### src/rtl/beat_seq_pkg.sv
package beat_seq_pkg;

   typedef enum logic [1:0] {
      ST_IDLE = 2'd0,
      ST_BEAT = 2'd1,
      ST_DONE = 2'd2,
      ST_ERR  = 2'd3
   } seq_state_e;

   localparam int MAX_BUS_BYTES = 8;

   // size code to byte count; 0 marks an unsupported code
   function automatic logic [3:0] size_to_bytes(input logic [2:0] code);
      case (code)
         3'd0:    return 4'd1;
         3'd1:    return 4'd2;
         3'd2:    return 4'd3;
         3'd3:    return 4'd4;
         3'd4:    return 4'd8;
         default: return 4'd0;
      endcase
   endfunction

endpackage

### src/rtl/beat_decode.sv
module beat_decode
   import beat_seq_pkg::*;
#(
   parameter int ADDR_W     = 32,
   parameter int LINE_BYTES = 32,
   parameter int IDX_W      = 3
) (
   input  logic                     wide,
   input  logic [ADDR_W-1:0]        addr,
   input  logic [2:0]               size,
   input  logic                     line,
   output logic                     bad,
   output logic [ADDR_W-1:0]        base,
   output logic [3:0]               step,
   output logic [MAX_BUS_BYTES-1:0] lanes,
   output logic [IDX_W-1:0]         last_idx
);
   localparam int LINE_LSB = $clog2(LINE_BYTES);

   logic [3:0]               bus_bytes;
   logic [3:0]               offset;
   logic [3:0]               nbytes;
   logic [4:0]               span_end;
   logic [MAX_BUS_BYTES-1:0] sub_lanes;
   logic [MAX_BUS_BYTES-1:0] full_lanes;
   logic [ADDR_W-1:0]        word_base;

   assign bus_bytes  = wide ? 4'd8 : 4'd4;
   assign offset     = wide ? {1'b0, addr[2:0]} : {2'b00, addr[1:0]};
   assign nbytes     = size_to_bytes(size);
   assign span_end   = {1'b0, offset} + {1'b0, nbytes};
   assign full_lanes = wide ? 8'hFF : 8'h0F;
   assign word_base  = wide ? {addr[ADDR_W-1:3], 3'b000}
                            : {addr[ADDR_W-1:2], 2'b00};

   for (genvar i = 0; i < MAX_BUS_BYTES; i++) begin : g_lane
      assign sub_lanes[i] = (5'(i) >= {1'b0, offset}) &&
                            (5'(i) < span_end) &&
                            (5'(i) < {1'b0, bus_bytes});
   end

   always_comb begin
      bad      = 1'b0;
      base     = word_base;
      step     = 4'd4;
      lanes    = sub_lanes;
      last_idx = '0;
      if (line) begin
         base     = {addr[ADDR_W-1:LINE_LSB], LINE_LSB'(0)};
         step     = bus_bytes;
         lanes    = full_lanes;
         last_idx = wide ? IDX_W'(LINE_BYTES / 8 - 1) : IDX_W'(LINE_BYTES / 4 - 1);
      end else if (nbytes == 4'd0) begin
         bad = 1'b1;
      end else if (nbytes == 4'd8) begin
         bad      = (addr[2:0] != 3'b000);
         base     = addr;
         lanes    = full_lanes;
         last_idx = wide ? IDX_W'(0) : IDX_W'(1);
      end else begin
         bad = (span_end > {1'b0, bus_bytes});
      end
   end
endmodule

### src/rtl/beat_counter.sv
module beat_counter #(
   parameter int IDX_W = 3
) (
   input  logic             clk,
   input  logic             rst_n,
   input  logic             load,
   input  logic [IDX_W-1:0] last_in,
   input  logic             adv,
   output logic [IDX_W-1:0] idx,
   output logic             is_last
);
   logic [IDX_W-1:0] last_r;

   always_ff @(posedge clk or negedge rst_n) begin
      if (!rst_n) begin
         idx    <= '0;
         last_r <= '0;
      end else if (load) begin
         idx    <= '0;
         last_r <= last_in;
      end else if (adv) begin
         idx <= idx + IDX_W'(1);
      end
   end

   assign is_last = (idx == last_r);
endmodule

### src/rtl/beat_seq.sv
module beat_seq
   import beat_seq_pkg::*;
#(
   parameter int ADDR_W     = 32,
   parameter int LINE_BYTES = 32,
   parameter int IDX_W      = $clog2(LINE_BYTES / 4)
) (
   input  logic              clk,
   input  logic              rst_n,
   input  logic              wide_strap,
   input  logic              req_valid,
   output logic              req_ready,
   input  logic [ADDR_W-1:0] req_addr,
   input  logic [2:0]        req_size,
   input  logic              req_write,
   input  logic              req_line,
   output logic              beat_valid,
   output logic [ADDR_W-1:0] beat_addr,
   output logic [7:0]        beat_lanes,
   output logic [IDX_W-1:0]  beat_idx,
   output logic              beat_last,
   output logic              beat_write,
   input  logic              beat_ack,
   output logic              done,
   output logic              err
);
   if (LINE_BYTES < 16 || (LINE_BYTES & (LINE_BYTES - 1)) != 0) begin : g_chk_line
      $error("beat_seq: LINE_BYTES must be a power of two, at least 16");
   end
   if (IDX_W < $clog2(LINE_BYTES / 4)) begin : g_chk_idx
      $error("beat_seq: IDX_W too narrow for the beat count");
   end
   if (ADDR_W < $clog2(LINE_BYTES) + 1) begin : g_chk_addr
      $error("beat_seq: ADDR_W too narrow");
   end

   seq_state_e               st;
   logic                     mode_wide;
   logic [ADDR_W-1:0]        cur_addr;
   logic [3:0]               step_r;
   logic [MAX_BUS_BYTES-1:0] lanes_r;
   logic                     write_r;

   logic                     dec_bad;
   logic [ADDR_W-1:0]        dec_base;
   logic [3:0]               dec_step;
   logic [MAX_BUS_BYTES-1:0] dec_lanes;
   logic [IDX_W-1:0]         dec_last;
   logic                     accept;
   logic                     advance;
   logic                     idx_last;

   // width strap is captured only while reset is held
   always_ff @(posedge clk) begin
      if (!rst_n) mode_wide <= wide_strap;
   end

   beat_decode #(
      .ADDR_W(ADDR_W), .LINE_BYTES(LINE_BYTES), .IDX_W(IDX_W)
   ) u_dec (
      .wide(mode_wide), .addr(req_addr), .size(req_size), .line(req_line),
      .bad(dec_bad), .base(dec_base), .step(dec_step),
      .lanes(dec_lanes), .last_idx(dec_last)
   );

   assign accept  = (st == ST_IDLE) && req_valid;
   assign advance = (st == ST_BEAT) && beat_ack;

   beat_counter #(.IDX_W(IDX_W)) u_cnt (
      .clk(clk), .rst_n(rst_n), .load(accept), .last_in(dec_last),
      .adv(advance), .idx(beat_idx), .is_last(idx_last)
   );

   always_ff @(posedge clk or negedge rst_n) begin
      if (!rst_n) begin
         st       <= ST_IDLE;
         cur_addr <= '0;
         step_r   <= '0;
         lanes_r  <= '0;
         write_r  <= 1'b0;
      end else begin
         case (st)
            ST_IDLE: if (req_valid) begin
               st       <= dec_bad ? ST_ERR : ST_BEAT;
               cur_addr <= dec_base;
               step_r   <= dec_step;
               lanes_r  <= dec_lanes;
               write_r  <= req_write;
            end
            ST_BEAT: if (beat_ack) begin
               if (idx_last) st <= ST_DONE;
               else          cur_addr <= cur_addr + ADDR_W'(step_r);
            end
            ST_DONE: st <= ST_IDLE;
            ST_ERR:  st <= ST_IDLE;
            default: st <= ST_IDLE;
         endcase
      end
   end

   assign req_ready  = (st == ST_IDLE);
   assign beat_valid = (st == ST_BEAT);
   assign beat_addr  = cur_addr;
   assign beat_lanes = lanes_r;
   assign beat_last  = beat_valid && idx_last;
   assign beat_write = write_r;
   assign done       = (st == ST_DONE);
   assign err        = (st == ST_ERR);
endmodule

### config.mk
export PLATFORM = sky130hd
export DESIGN_NAME = beat_seq
export DESIGN_NICKNAME = d
export VERILOG_FILES = /design/src/rtl/beat_seq_pkg.sv /design/src/rtl/beat_decode.sv /design/src/rtl/beat_counter.sv /design/src/rtl/beat_seq.sv
export SDC_FILE = /design/constraint.sdc
export NUM_CORES = 1
export LEC_CHECK = 0
export ABC_AREA = 1
export CORE_MARGIN = 10
export CORE_UTILIZATION = 45
export CTS_BUF_LIST = sky130_fd_sc_hd__clkbuf_4 sky130_fd_sc_hd__clkbuf_8 sky130_fd_sc_hd__clkbuf_16
export DETAILED_ROUTE_END_ITERATION = 6
export DONT_BUFFER_PORTS = 1
export SKIP_CTS_REPAIR_TIMING = 1
export SYNTH_ARGS = -nofsm -noshare
export SYNTH_HDL_FRONTEND = slang
export SYNTH_HIERARCHICAL = 1
export SYNTH_SLANG_ARGS = --single-unit
### constraint.sdc
create_clock -name clk -period 3.4 [get_ports clk]
set_clock_uncertainty 0.05 [all_clocks]
set_input_delay 1.02 -clock clk [delete_from_list [all_inputs] [get_ports clk]]
set_output_delay 1.02 -clock clk [all_outputs]
set_load 0.005 [all_outputs]
After elaboration in Yosys (flattened, before gate mapping):

Cells that the tools add are included.

* muxes and demuxes: 31
* magnitude comparators: 25
* reductions and logical operators: 29
* add/sub/neg operators: 3
* eq/ne operators: 13

Operators with widths (count)
* $mux 32: 3
* $pmux 32 s2: 1
* $add 32x4->32: 1
* $mux 8: 4
* $mux 3: 10
* $lt 3x5->1 const A: 4
* $pmux 4 s5: 1
* $logic_and 1x1->1: 19
* $ge 3x4->1 const A: 4
* $lt 3x4->1 const A: 4
* $lt 1x5->1 const A: 2
* $lt 2x5->1 const A: 2
* $ge 1x4->1 const A: 2
* $ge 2x4->1 const A: 2
* $lt 1x4->1 const A: 2
* $lt 2x4->1 const A: 2
* $mux 2: 4
* $mux 4: 2
* $eq 3x2->1 const B: 2
* $pmux 2 s3: 1
* $add 4x4->5: 1
* $gt 5x4->1: 1
* $mux 5: 1
* $eq 2x2->1 const B: 2
* 18 further kinds: 24

* input port bits: 42
* word-level logic and storage cells: 109
* output and inout bits: 49
* flip-flop bits (word level): 54

Depth between registers and ports, before layout:

Gate-level depths: netlist of run 1.

* depth after elaboration: 10
* depth in mapped cells: 15
* gate-level depth less buffers: 15

Cells and area by module:

Netlist of run 1, hierarchy kept.

Modules (own cells, without submodules)
* beat_seq: seq. area each 1206.2 µm², cells an instance 504, area each 3230.6 µm², times used 1
* beat_decode: seq. area each 0.0 µm², cells an instance 114, area each 740.7 µm², times used 1
* beat_counter: seq. area each 150.1 µm², cells an instance 34, area each 285.3 µm², times used 1

Worst setup path after synthesis of run 1:

Ideal clock, no wire load.

* path kind: input port to flip-flop
* start point: in req_size[1]
* end point: reg st[1]
* path slack: 0.541 ns
* setup time: 0.123 ns
* stages on the path: 13
* data arrival time: 2.685 ns
* path buffers: 0
* data required time: 3.227 ns
* cell sequence: nor2_4 inv_1 nand2_1 a21oi_1 fa_1 xor2_1 inv_2 ha_1 nand3_1 o211ai_1 nand2_1 nor2_1 a21oi_1

* longest elaborated chain between the ends: 10
* elaborated cells on any way between the ends: 16
* those cells by class: add/sub: 1; order compare: 1; eq/ne: 5; mux: 7; reduce/logical: 2

RTL lines
* start: declaration: line beat_seq.sv:14 `input logic [2:0] req_size,`
* $eq 3x3->1 (tied with other cells): line beat_seq_pkg.sv:14 `case (code)`
* $pmux 4 s5 *: line beat_seq_pkg.sv:14
* $add 4x4->5: line beat_decode.sv:31 `assign span_end = {1'b0, offset} + {1'b0, nbytes};`
* $gt 5x4->1: line beat_decode.sv:61 `bad = (span_end > {1'b0, bus_bytes});`
* $mux 1: line beat_decode.sv:55 `end else if (nbytes == 4'd8) begin`
* $mux 1 *: line beat_decode.sv:53 `end else if (nbytes == 4'd0) begin`
* $mux 1 *: line beat_decode.sv:48 `if (line) begin`
* named net dec_bad: line beat_seq.sv:44 `logic dec_bad;`
* $mux 2 *: line beat_seq.sv:84 `st <= dec_bad ? ST_ERR : ST_BEAT;`
* $mux 2 *: line beat_seq.sv:83 `ST_IDLE: if (req_valid) begin`
* $pmux 2 s3 *: line beat_seq.sv:82 `case (st)`
* end signal: assignment: line beat_seq.sv:84
* end: declaration: line beat_seq.sv:37 `seq_state_e st;`

Mark *: on every way through the listed nets, which the timed path passes. The rest lies on a longest branch. The select of a mux whose other input is x is not followed.
A chain may end at the register's enable or synchronous reset.

Worst setup path after layout of run 1:

* start point: in req_addr[2]
* end point: reg st[1]

* longest elaborated chain between the ends: 9
* elaborated cells on any way between the ends: 10
* those cells by class: add/sub: 1; order compare: 1; mux: 7; reduce/logical: 1

RTL lines
* start: declaration: line beat_seq.sv:13 `input logic [ADDR_W-1:0] req_addr,`
* $mux 3: line beat_decode.sv:29 `assign offset = wide ? {1'b0, addr[2:0]} : {2'b00, addr[1:0]};`
* $add 4x4->5: line beat_decode.sv:31
* $gt 5x4->1: line beat_decode.sv:61
* $mux 1 *: line beat_decode.sv:55
* $mux 1 *: line beat_decode.sv:53
* $mux 1 *: line beat_decode.sv:48
* named net dec_bad: line beat_seq.sv:44
* $mux 2 *: line beat_seq.sv:84
* $mux 2 *: line beat_seq.sv:83
* $pmux 2 s3 *: line beat_seq.sv:82

Marked as above.

==> flow_summary.ini, run 1 <==
[routing]
vias = 3783
via_per_inst = 5.06
wire_per_inst_um = 15.3
finalWirelength_um = 11400
ant_nets = 0
drt_iter0_markers = 231
first_pass_iters = 4
drc = 0

[cts]
cts_made_buffers = 5
cts_tree = done
root_buffer = clkbuf_8
h-tree-depth = 2
clk-insertion-delay-late_ns = 0.31
clockBufferDepth = 2
cts.clk_slew.worst_paths_ns = 0.11
cts.sinks = 54

[power]
p_sw_w = 0.00197
clock_power_share_pct = 10.1
swShare_pct = 52.3
pwr-share-seq_pct = 37.5
vdd_drop_max_mv = 0.364
power.density_nw_per_um2 = 890
combPwrFrac_pct = 52.4
p_int_w = 0.00179
p_leak_nw = 2.15

[floorplan]
coreArea_um2 = 9240
pin_count = 91
dieWidth_um = 117
core.rowCount = 35
die_h_um = 117
die_area_um2 = 13700
start_util_pct = 46.1

[worst_hold_path]
hold_path.class = in2async

[synthesis]
synth_edf_count = 1
synth_area_leaders = dfrtp_1 (31%), nand2_1 (20%), nor2_1 (7.9%)
synthArstFlopShare_pct = 98.1
ys_ff_latch = 54
syn_area_um2 = 4260
synth.avg_cell_area_um2 = 6.53
yosysTopAreaCell = dfrtp_1
yosysWarnings = 6
yosysSeqAreaShare_pct = 31.9
synth_flop_cell = dfrtp_1
netlist-cell-type-count = 40
synthCells = 652
synth.top_cell.area_share_pct = 31.2

[timing]
maxClockFrequency_mhz = 371
hold_viol = 0
min_period_ns = 2.70
hold_slack_ns = 0.343
timing.final.crit_share_pct = 79.3
setup_viol = 0
worst_slew_pin_slew_ns = 0.584
rsz0062_at_grt = false
fin_tns_setup_ns = 0
drv_slew = 0
slew_headroom_pct = 61.0

[final_layout]
final_layout_size_suffix_gt1_share_pct = 6.47
area_delta_synth_final_pct = -0.794
final_cell_mix = nand2_1 (228), nor2_1 (90), inv_1 (62)
multi_input_area_um2 = 2320
nets = 671
n_fill_cell = 977
final_common_cell = nand2_1
seqCellArea_um2 = 1360

[setup_path]
crit_required_ns = 3.54
worstSetupPathType = in2reg
cp_num_buf_inv = 2
worst_setup_path_end_kind = register
cp_cell_sequence = nand2_1 > inv_1 > ha_1 > nand3_1 > nand3_2 > xor2_1 > ha_1 > inv_1 > nor2_1 > o211ai_1 > nand2_1 > nor2_1 > a21oi_1
arrival_ns = 2.84
critPathLaunchType = input pin
critPathMaxFanout = 6
crit_slowest_cell = ha_1
cpPeakStageDelay_ns = 0.34
crit_family = simple AND/OR/NAND/NOR gates

[run]
cap_violations = 0

[global_route]
grt_pass1_vias = 3690
grt_overflow = 0
antenna_found_initial = 2
grt_use_total_pct = 16.7
grt_max_degree = 55
grt_pass1_wl_um = 18400

[placed_design]
portBuffers = 0
gp_congestion = 0.882
hpwl_um = 8750

[status]
status = completed
==> worst register-to-register path: stages, from the launching register on <==
cell and delay, ns:
edfxtp_1 0.51, nand2_1 0.23, inv_1 0.12, ha_1 0.34
nand3_1 0.16, nand3_2 0.12, xor2_1 0.16, ha_1 0.29
inv_1 0.06, nor2_1 0.03, o211ai_1 0.15, nand2_1 0.07
nor2_1 0.10, a21oi_1 0.05
==> power groups by stage <==
stage,clock network (W),logic (W),registers [W]
final,0.000381,0.00197,0.00141
after detailed placement,0,0.00199,0.00144
after floorplan,0,0.00170,0.00127
after global placement,0,0.00194,0.00143
after CTS,0.000393,0.00199,0.00143
after global routing,0.000417,0.00233,0.00148
==> stage by stage <==
stage	instances	power, W	setup WS, ns	util, %	cell area (um2)
2_1_floorplan	653	0.00296	0.541	-	4260
6_report	748	0.00376	0.703	45.7	4220
3_3_place_gp	739	0.00337	0.437	44.7	4130
4_1_cts	747	0.00381	0.722	45.7	4220
5_1_grt	747	0.00422	0.487	45.7	4220
3_5_place_dp	739	0.00342	0.372	44.7	4130
==> Yosys cell counts (4+ instances only) <==
cell	n
a21oi_1	21
a31oi_1	4
buf_2	6
buf_4	35
clkbuf_1	4
dfrtp_1	53
ha_1	10
inv_1	62
inv_2	4
nand2_1	228
nand3_1	40
nand3_2	4
nand3b_1	6
nand4_1	5
nor2_1	90
nor3_1	4
o21ai_0	13
o21ai_1	14
o21bai_1	6
o22ai_1	7
or2_2	4
xor2_1	6
==> flip-flops by register name, indices dropped and copies added, names as in the netlist <==
signal        flops
beat_addr        32
beat_lanes        8
step_r            4
u_cnt/idx         3
u_cnt/last_r      3
st                2
beat_write        1
mode_wide         1
==> cell type report <==
cell class	count	share of cell area (%)
diodes	1	0.0593
clock inverters	2	0.356
multi-input cells	485	55.1
flip-flops and latches	54	32.1
clock buffers	6	1.81
repair buffers	4	0.711
inverters	67	6.07
well taps	129	3.82
==> path summary, 6_finish.rpt <==
path | startpoint | endpoint | slack [ns] | cells past startpoint
worst min-delay path | rst_n | beat_lanes[0] | 0.34 | 0
worst min register to register | step_r[0] | step_r[0] | 0.45 | 2
worst max-delay path | req_addr[2] | st[1] | 0.70 | 13
worst max register to register | mode_wide | st[1] | 0.84 | 13
max in group asynchronous | rst_n | beat_addr[4] | 2.86 | 0
min in group clk | step_r[0] | step_r[0] | 0.45 | 2
==> cell families after synthesis <==
logic type      count (synthesis)  synth area share (%)
simple gates                  391                  39.1
buf+inv                       114                  13.6
compound gates                 72                  9.79
flops                          54                  31.9
fa+ha+maj                      12                  3.88
xor+xnor                        8                  1.65
other cells                     1                0.0881
==> metal layers <==
metal / GRT usage (%) / share of wire (%) / vias up
met3: 4.94 / 7.5 / 6
met4: 3.29 / 0.68 / 2
li1: - / - / 1950
met1: 19.4 / 41 / 1748
met5: 0 / 0.11 / -
met2: 29.8 / 51 / 77
No activity file was read; power rests on OpenSTA's default activity.
==> run 2, diff against run 1 <==
==> constraint.sdc (replaced) <==
create_clock -name clk -period 2.54 [get_ports clk]
set_clock_uncertainty 0.05 [all_clocks]
set_input_delay 0.762 -clock clk [delete_from_list [all_inputs] [get_ports clk]]
set_output_delay 0.762 -clock clk [all_outputs]
set_load 0.005 [all_outputs]
==> flow_summary.ini, run 2 (synthesis results as in run 1) <==
[status]
status = completed

[final_layout]
largest_register_ffs = 32
final_layout_size_suffix_gt1_share_pct = 8.45
final_cell_mix = nand2_1 (228), nor2_1 (90), inv_1 (62)
final_common_cell = nand2_1
area_delta_synth_final_pct = 1.62
final_area_um2 = 4330
nets = 680
fin_util_pct = 46.8
n_fill_cell = 1003

[cts]
clk-insertion-delay-late_ns = 0.32
cts.sinks = 54
clockBufferDepth = 2
cts_made_buffers = 5
h-tree-depth = 2
root_buffer = clkbuf_8
cts.clk_slew.worst_paths_ns = 0.11
cts_tree = done

[routing]
wire_per_inst_um = 15.3
drc = 0
finalWirelength_um = 11600
via_per_inst = 5.09
vias = 3859
first_pass_iters = 4
drt_iter0_markers = 172
ant_nets = 0

[setup_path]
critPathLaunchType = input pin
worst_setup_path_end_kind = register
cp_cell_sequence = nor2_4 > inv_1 > nand2_1 > a21oi_2 > ha_1 > nand3_2 > nand3_2 > xor2_1 > ha_1 > inv_1 > nor2_1 > o211ai_1 > nand2_1 > nor2_1 > a21oi_1
worstReg2RegStart = mode_wide
crit_slowest_cell = ha_1
arrival_ns = 2.40
worstReg2RegEnd = st[1]
worstSetupPathType = in2reg
reg2regPathDepth = 13
critPathMaxFanout = 3
ff2ff_setup_slack_ns = 0.38
cpPeakStageDelay_ns = 0.29
crit_required_ns = 2.69

[power]
p_leak_nw = 2.20
swShare_pct = 51.6
power.density_nw_per_um2 = 1190
vdd_drop_max_mv = 0.448
combPwrFrac_pct = 53.2
p_sw_w = 0.00265
pwr-share-seq_pct = 36.5
clock_power_share_pct = 10.3
total_power_w = 0.00514
p_int_w = 0.00248

[global_route]
grt_overflow = 0
antenna_found_initial = 2
grt_max_degree = 55
grt_use_total_pct = 17.2
grt_pass1_wl_um = 18900
grt_pass1_vias = 3739

[timing]
fin_tns_setup_ns = 0
maxClockFrequency_mhz = 444
worst_slew_pin_slew_ns = 0.591
hold_viol = 0
rsz0062_at_grt = false
drv_slew = 0
slew_headroom_pct = 60.5
setup_viol = 0
min_period_ns = 2.25
timing.final.crit_share_pct = 88.6

[floorplan]
core.rowCount = 35
die_area_um2 = 13700
coreArea_um2 = 9240
dieWidth_um = 117
pin_count = 91
die_h_um = 117
start_util_pct = 46.1

[placed_design]
hpwl_um = 9140
dpl_cell_area_um2 = 4230
portBuffers = 0
gp_congestion = 0.857

[run]
cap_violations = 0

[worst_hold_path]
hold_path.class = in2async
## run 2: cell type report
cell class | count | area (um2) | share of cell area, %
Clock buffer | 7 | 90.1 | 2.08
Antenna cell | 2 | 5.00 | 0.116
Clock inverter | 1 | 5.00 | 0.116
Inverter | 67 | 256 | 5.93
Sequential cell | 54 | 1360 | 31.4
Timing Repair Buffer | 13 | 97.6 | 2.26
Multi-Input combinational cell | 485 | 2350 | 54.4
Tap cell | 129 | 161 | 3.73
## run 2: worst max path at each step
stage | start | to | slack (ns) | cells after the start
CTS | req_size[1] | st[1] | 0.29 | 15
global placement | req_size[1] | st[1] | 0.02 | 13
detailed placement | req_size[1] | st[1] | -0.05 | 15
floorplan | req_size[1] | st[1] | 0.004 | 13
finish | req_size[1] | st[1] | 0.29 | 15
global route | req_size[1] | st[1] | 0.1 | 15
## run 2: power by group through the flow
stage	Combinational (W)	Sequential, W	Clock (W)
floorplan	0.00228	0.00169	0
global placement	0.00271	0.00190	0
detailed placement	0.00277	0.00191	0
CTS	0.00277	0.00190	0.000548
global route	0.00320	0.00196	0.000589
finish	0.00273	0.00187	0.000526
## run 2: through the flow
stage | setup WS [ns] | hold slack, ns | instances
floorplan | 0.00391 | 0.403 | 653
global placement | 0.0167 | 0.419 | 748
detailed placement | -0.0489 | 0.419 | 748
CTS | 0.292 | 0.0686 | 756
global route | 0.0998 | 0.0501 | 756
finish | 0.289 | 0.0747 | 758
## run 2: layer usage
| metal | wire length [um] | GRT usage [%] |
|---|---|---|
| met1 | 4490 | 18.8 |
| met2 | 6020 | 31.7 |
| met3 | 1020 | 5.81 |
| met4 | 95 | 3.05 |
| met5 | 0 | 0 |
## run 2: worst max-delay path, delay by kind of cell
family | cells | cell delay [ns]
adders and majority gates | 2 | 0.56
and+or+nand+nor | 7 | 0.46
AOI/OAI and AO/OA | 3 | 0.36
xor gates and xnor gates | 1 | 0.15
buffers and inverters | 2 | 0.10
